File: config.mk
export PLATFORM = sky130hd
export DESIGN_NAME = clkctl_guard
export DESIGN_NICKNAME = d
export VERILOG_FILES = /design/src/rtl/clkctl_pkg.sv /design/src/rtl/clkctl_feed_seq.sv /design/src/rtl/clkctl_lock_sync.sv /design/src/rtl/clkctl_rd_mux.sv /design/src/rtl/clkctl_guard.sv
export SDC_FILE = /design/constraint.sdc
export NUM_CORES = 1
export LEC_CHECK = 0
export BUFFER_PORTS_ARGS = -buffer_cell sky130_fd_sc_hd__buf_2
export CAP_MARGIN = 30
export CORE_UTILIZATION = 35
export DETAILED_ROUTE_END_ITERATION = 7
export HOLD_SLACK_MARGIN = 0.03
export SLEW_MARGIN = 40
export SYNTH_ARGS = -nofsm -noshare
export SYNTH_HDL_FRONTEND = slang
export SYNTH_HIERARCHICAL = 1
export SYNTH_SLANG_ARGS = --single-unit
File: constraint.sdc
create_clock -name clk -period 3.4 [get_ports clk]
set_input_delay 0.17 -clock clk [delete_from_list [all_inputs] [get_ports clk]]
set_output_delay 0.17 -clock clk [all_outputs]
set_load 0.005 [all_outputs]
File: src/rtl/clkctl_pkg.sv
package clkctl_pkg;

   typedef enum logic [1:0] {
      FEED_IDLE  = 2'd0,
      FEED_ARMED = 2'd1
   } feed_state_e;

   typedef struct packed {
      logic connect;
      logic enable;
   } ctrl_t;

   localparam int STAT_EN_BIT   = 8;
   localparam int STAT_CON_BIT  = 9;
   localparam int STAT_LOCK_BIT = 10;
   localparam int STAT_MIN_W    = 16;
   localparam int CFG_MAX_W     = 8;

endpackage

File: src/rtl/clkctl_feed_seq.sv
module clkctl_feed_seq
   import clkctl_pkg::*;
#(
   parameter int          DATA_W     = 16,
   parameter logic [7:0]  KEY_FIRST  = 8'hAA,
   parameter logic [7:0]  KEY_SECOND = 8'h55
) (
   input  logic              clk,
   input  logic              rst_n,
   input  logic              access,
   input  logic              feed_wr,
   input  logic [DATA_W-1:0] wdata,
   output logic              commit
);

   localparam logic [DATA_W-1:0] FIRST_W  = DATA_W'(KEY_FIRST);
   localparam logic [DATA_W-1:0] SECOND_W = DATA_W'(KEY_SECOND);

   feed_state_e state_q;
   logic        first_hit;

   assign first_hit = feed_wr && (wdata == FIRST_W);
   assign commit    = access && feed_wr && (state_q == FEED_ARMED) && (wdata == SECOND_W);

   // Every completed access moves the sequence: the key restarts it, anything else voids it.
   always_ff @(posedge clk or negedge rst_n) begin
      if (!rst_n) begin
         state_q <= FEED_IDLE;
      end else if (access) begin
         state_q <= first_hit ? FEED_ARMED : FEED_IDLE;
      end
   end

endmodule

File: src/rtl/clkctl_lock_sync.sv
module clkctl_lock_sync #(
   parameter int STAGES = 2
) (
   input  logic clk,
   input  logic rst_n,
   input  logic d,
   output logic q
);

   generate
      if (STAGES == 0) begin : g_pass
         assign q = d;
      end else begin : g_chain
         logic [STAGES-1:0] ff_q;
         always_ff @(posedge clk or negedge rst_n) begin
            if (!rst_n) begin
               ff_q <= '0;
            end else begin
               ff_q[0] <= d;
               for (int i = 1; i < STAGES; i++) begin
                  ff_q[i] <= ff_q[i-1];
               end
            end
         end
         assign q = ff_q[STAGES-1];
      end
   endgenerate

endmodule

File: src/rtl/clkctl_rd_mux.sv
module clkctl_rd_mux
   import clkctl_pkg::*;
#(
   parameter int DATA_W = 16,
   parameter int CFG_W  = 7
) (
   input  logic              rd_en,
   input  logic              hit_ctrl,
   input  logic              hit_cfg,
   input  logic              hit_stat,
   input  ctrl_t             sh_ctrl,
   input  logic [CFG_W-1:0]  sh_cfg,
   input  ctrl_t             act_ctrl,
   input  logic [CFG_W-1:0]  act_cfg,
   input  logic              lock,
   output logic [DATA_W-1:0] rdata
);

   logic [DATA_W-1:0] stat_word;

   always_comb begin
      stat_word                = '0;
      stat_word[CFG_W-1:0]     = act_cfg;
      stat_word[STAT_EN_BIT]   = act_ctrl.enable;
      stat_word[STAT_CON_BIT]  = act_ctrl.connect;
      stat_word[STAT_LOCK_BIT] = lock;
   end

   always_comb begin
      rdata = '0;
      if (rd_en) begin
         if (hit_ctrl) begin
            rdata[0] = sh_ctrl.enable;
            rdata[1] = sh_ctrl.connect;
         end else if (hit_cfg) begin
            rdata[CFG_W-1:0] = sh_cfg;
         end else if (hit_stat) begin
            rdata = stat_word;
         end
      end
   end

endmodule

File: src/rtl/clkctl_guard.sv
module clkctl_guard
   import clkctl_pkg::*;
#(
   parameter int          ADDR_W      = 4,
   parameter int          DATA_W      = 16,
   parameter int          CFG_W       = 7,
   parameter int          SYNC_STAGES = 2,
   parameter logic [7:0]  KEY_FIRST   = 8'hAA,
   parameter logic [7:0]  KEY_SECOND  = 8'h55
) (
   input  logic              clk,
   input  logic              rst_n,
   input  logic              psel,
   input  logic              penable,
   input  logic              pwrite,
   input  logic [ADDR_W-1:0] paddr,
   input  logic [DATA_W-1:0] pwdata,
   output logic [DATA_W-1:0] prdata,
   input  logic              lock_in,
   input  logic              pwrdn,
   output logic              pll_sel,
   output logic              lock_irq
);

   localparam logic [ADDR_W-1:0] OFS_CTRL = ADDR_W'(4'h0);
   localparam logic [ADDR_W-1:0] OFS_CFG  = ADDR_W'(4'h4);
   localparam logic [ADDR_W-1:0] OFS_STAT = ADDR_W'(4'h8);
   localparam logic [ADDR_W-1:0] OFS_FEED = ADDR_W'(4'hC);

   generate
      if (ADDR_W < 4) begin : g_bad_addr
         $error("clkctl_guard: ADDR_W must be at least 4");
      end
      if (DATA_W < STAT_MIN_W) begin : g_bad_data
         $error("clkctl_guard: DATA_W must hold the 16-bit status word");
      end
      if (CFG_W < 1 || CFG_W > CFG_MAX_W) begin : g_bad_cfg
         $error("clkctl_guard: CFG_W must be 1..8");
      end
   endgenerate

   logic             access, wr, rd_en;
   logic             hit_ctrl, hit_cfg, hit_stat, hit_feed;
   logic             commit, lock_s;
   ctrl_t            sh_ctrl, act_ctrl;
   logic [CFG_W-1:0] sh_cfg, act_cfg;

   assign access   = psel && penable;
   assign wr       = access && pwrite;
   assign rd_en    = psel && !pwrite;
   assign hit_ctrl = (paddr == OFS_CTRL);
   assign hit_cfg  = (paddr == OFS_CFG);
   assign hit_stat = (paddr == OFS_STAT);
   assign hit_feed = (paddr == OFS_FEED);

   // Staged copies written directly by software.
   always_ff @(posedge clk or negedge rst_n) begin
      if (!rst_n) begin
         sh_ctrl <= '0;
         sh_cfg  <= '0;
      end else if (wr) begin
         if (hit_ctrl) begin
            sh_ctrl.enable  <= pwdata[0];
            sh_ctrl.connect <= pwdata[1];
         end
         if (hit_cfg) begin
            sh_cfg <= pwdata[CFG_W-1:0];
         end
      end
   end

   // Active copies: loaded by the unlock key, connect cleared by power-down (wins).
   always_ff @(posedge clk or negedge rst_n) begin
      if (!rst_n) begin
         act_ctrl <= '0;
         act_cfg  <= '0;
      end else begin
         if (commit) begin
            act_ctrl <= sh_ctrl;
            act_cfg  <= sh_cfg;
         end
         if (pwrdn) begin
            act_ctrl.connect <= 1'b0;
         end
      end
   end

   clkctl_feed_seq #(
      .DATA_W     (DATA_W),
      .KEY_FIRST  (KEY_FIRST),
      .KEY_SECOND (KEY_SECOND)
   ) u_feed (
      .clk     (clk),
      .rst_n   (rst_n),
      .access  (access),
      .feed_wr (pwrite && hit_feed),
      .wdata   (pwdata),
      .commit  (commit)
   );

   clkctl_lock_sync #(
      .STAGES (SYNC_STAGES)
   ) u_lock (
      .clk   (clk),
      .rst_n (rst_n),
      .d     (lock_in),
      .q     (lock_s)
   );

   clkctl_rd_mux #(
      .DATA_W (DATA_W),
      .CFG_W  (CFG_W)
   ) u_rd (
      .rd_en    (rd_en),
      .hit_ctrl (hit_ctrl),
      .hit_cfg  (hit_cfg),
      .hit_stat (hit_stat),
      .sh_ctrl  (sh_ctrl),
      .sh_cfg   (sh_cfg),
      .act_ctrl (act_ctrl),
      .act_cfg  (act_cfg),
      .lock     (lock_s),
      .rdata    (prdata)
   );

   assign pll_sel  = act_ctrl.enable && act_ctrl.connect;
   assign lock_irq = lock_s;

endmodule

==> summary.md <==
| Metric | Value |
|---|---|
| Initial core utilization | `0.375` |
| CP Cell Sequence | `buf_2, or2_1, nor3b_2, nand3b_1, a221oi_1, buf_2` |
| CTS Buf Count | `3` |
| Async S/R FF share, synth | `1.00` |
| Placed insts | `183` |
| Post-Route Utilization | `0.460` |
| Post-cts resize count | `0` |
| Cell mode on critical path | `buf_2` |
| Synth Area per Inst | `11.1 um^2` |
| Critical-path top delay cell | `nor3b_2` |
| Vias/cell | `4.98` |
| Largest cells by area after synthesis | `dfrtp_1, mux2_2, buf_4, nand3b_1, a21oi_1` |
| Overall power | `0.461 mW` |
| Pin count of the biggest net entering global routing | `22` |
| Netlist cell types | `29` |
| Area growth, synth to finish | `22.7%` |
| Fin worst setup slack | `1.55 ns` |
| Mapped Cells | `105` |
| Wire per inst | `13.5 um` |
| Detailed placer's ending HPWL | `1910 um` |
| CP Capture Type | `output port` |
| Worst path max stage delay | `0.54 ns` |
| GP Congestion | `0.767` |
| Fraction of layout cells with a size suffix above 1 | `0.452` |
| Max Root-Sink Buffers | `2` |
| Mapped Area | `1160 um^2` |
| Total clock sinks | `21` |
| HP Class | `input port to register` |
| Max Slew Vio Count | `0` |
| Total setup buffers inserted after CTS | `0` |
| Setup crit start kind | `input port` |
| Power per cell area | `323 nW/um^2` |
| Max Fclk | `541 MHz` |
| First-pass GRT wire length | `4300 um` |
| Die height | `59.7 um` |
| DR vias | `947` |
| Htree depth | `1` |
| Slew at the pin closest to its max-slew limit | `0.643 ns` |
| Setup skew after layout | `0.0101 ns` |
| Synth Register Bits | `21` |
| Critical Path AT | `1.68 ns` |
| RSZ-0062 raised after global routing | `no` |
| Nets | `174` |
| Post-synth EDFFs | `0` |
| Run status | `complete, no violations` |
| Crit path max-delay family | `simple AND/OR/NAND/NOR gates` |
| Peak VDD IR | `0.194 mV` |
| Antenna violations before repair | `0` |
| Highest net fanout along the worst path | `8` |
| Post-CTS Hold Buffers | `3` |
| Drt first pass iters | `4` |
| I/O Pins | `45` |
| CP Buf/Inv Count | `2` |
| Leak | `0.681 nW` |
| Drt drc | `0` |
| Routed wire length | `2560 um` |
| Die width | `59.7 um` |
| Die ar. | `3560 um^2` |
| Ys Warns | `6` |
| Top_reg_cell synth | `dfrtp_1` |
| Root buf cell | `clkbuf_4` |
| Final min period | `1.85 ns` |
| Crit path kind | `input port to output port` |
| Register area share after synthesis | `0.451` |
| Synth top area share | `0.451` |
| Clock transition at path regs | `0.12 ns` |
| Tcrit/Tclk final | `0.544` |
| # Max-Cap Violations | `0` |
| Final non-filler cell total | `190` |
| Core ar. | `3100 um^2` |
| Post-synth top area cell | `dfrtp_1` |
| Skew-Pair Late Insertion Delay | `0.31 ns` |
| CTS tree | `done` |
| Vias in the first global route | `942` |
| Global route overflow | `0` |
| IO Port Bufs | `38` |
| Ant. Diodes | `0` |
| Final setup vio count | `0` |
| Worst reg2reg setup slack | `1.73 ns` |
| Final hold viol count | `0` |
| Rel. slew slack | `0.568` |
| ANT nets after route | `0` |
| Place WS | `1.28 ns` |
| Initial DRC count | `20` |
| Critical Path RT | `3.23 ns` |
| Setup TNS | `0 ns` |
| Total GRT Usage | `0.167` |
| # rows | `20` |
state kept, by name, summed over array words and instances, names as in the netlist:
| name | count |
|---|---|
| u_lock/g_chain.ff_q | 2 |
| sh_ctrl | 2 |
| sh_cfg | 7 |
| act_ctrl | 2 |
| act_cfg | 7 |
| u_feed/state_q | 1 |
per-layer routing:
metal / GRT usage / part of all wire / vias up
met5: 0 / 0 / -
met4: 0.0764 / 0.015 / 0
met3: 0.0519 / 0.053 / 7
met2: 0.268 / 0.47 / 33
met1: 0.203 / 0.46 / 462
li1: - / - / 445
cell type report:
cell class / count / area [um^2]
inverter: 4 / 15.0
fill: 307 / 1670
timing repair buffer: 42 / 228
sequential: 21 / 526
clock inverter: 1 / 5.00
clock buffer: 3 / 22.5
tap: 44 / 55.1
multi-input combinational: 75 / 578
synthesized netlist by cell type, types with 2 or more instances:
cell type	number
mux2_2	17
a21oi_1	7
nor4_2	2
nor3b_1	3
a221oi_1	2
nand4_1	3
buf_4	7
nor2b_1	2
and2_1	2
dfrtp_1	21
nand3b_1	7
inv_1	4
nand3_1	2
nor4bb_1	2
nor2_1	4
and3_1	3
nand2_1	5
placed cells by master, fill, tap and decap left out:
cell type / n
buf_2: 38
dfrtp_1: 21
mux2_2: 17
nand3b_1: 7
a21oi_1: 7
conb_1: 6
nand2_1: 5
inv_1: 4
nor2_1: 3
clkbuf_4: 3
dlygate4sd3_1: 3
nand4_1: 3
and3_1: 3
and2_1: 2
nand3_1: 2
nor2b_1: 2
nor3b_1: 2
nor4_2: 2
nor4bb_1: 2
a221oi_1: 2
or2_1: 1
nor3_1: 1
nor3b_2: 1
nor4b_4: 1
nor4_1: 1
mux2i_1: 1
clkinv_2: 1
nor2_2: 1
o22ai_2: 1
and2b_1: 1
nand2b_1: 1
buf_4: 1
cells by family after synthesis:
group           share of synthesized area
simple gates                        0.242
compound gates                     0.0559
mux                                 0.173
flops                               0.451
other cells                       0.00322
buf+inv                            0.0752
final timing paths:
path / to / start / depth (start not counted)
max reg2reg: act_ctrl[0] / u_feed/state_q[0] / 4
min in group asynchronous: u_feed/state_q[0] / rst_n / 2
max in group asynchronous: u_lock/g_chain.ff_q[0] / rst_n / 2
max: prdata[0] / paddr[1] / 6
min reg2reg: u_lock/g_chain.ff_q[1] / u_lock/g_chain.ff_q[0] / 0
min: sh_cfg[2] / pwdata[2] / 2
worst reg2reg max path, cell delays in order (launching register included):
cell      delay (ns)
dfrtp_1         0.39
nor4bb_1        0.21
nand4_1         0.15
nor2_2          0.43
mux2_2          0.40
stage by stage:
stage,hold WS (ns),area (um^2)
6_report,0.105,1430
5_1_grt,0.0985,1430
4_1_cts,0.0928,1430
3_5_place_dp,0.153,1370
3_3_place_gp,0.149,1360
2_1_floorplan,-0.126,1180
power by group:
part / leakage (nW) / internal, mW / switching [mW]
logic: 0.381 / 0.0313 / 0.0299
clock network: 0.0177 / 0.0440 / 0.0786
registers: 0.283 / 0.265 / 0.0122
No activity file was read; power rests on OpenSTA's default activity.
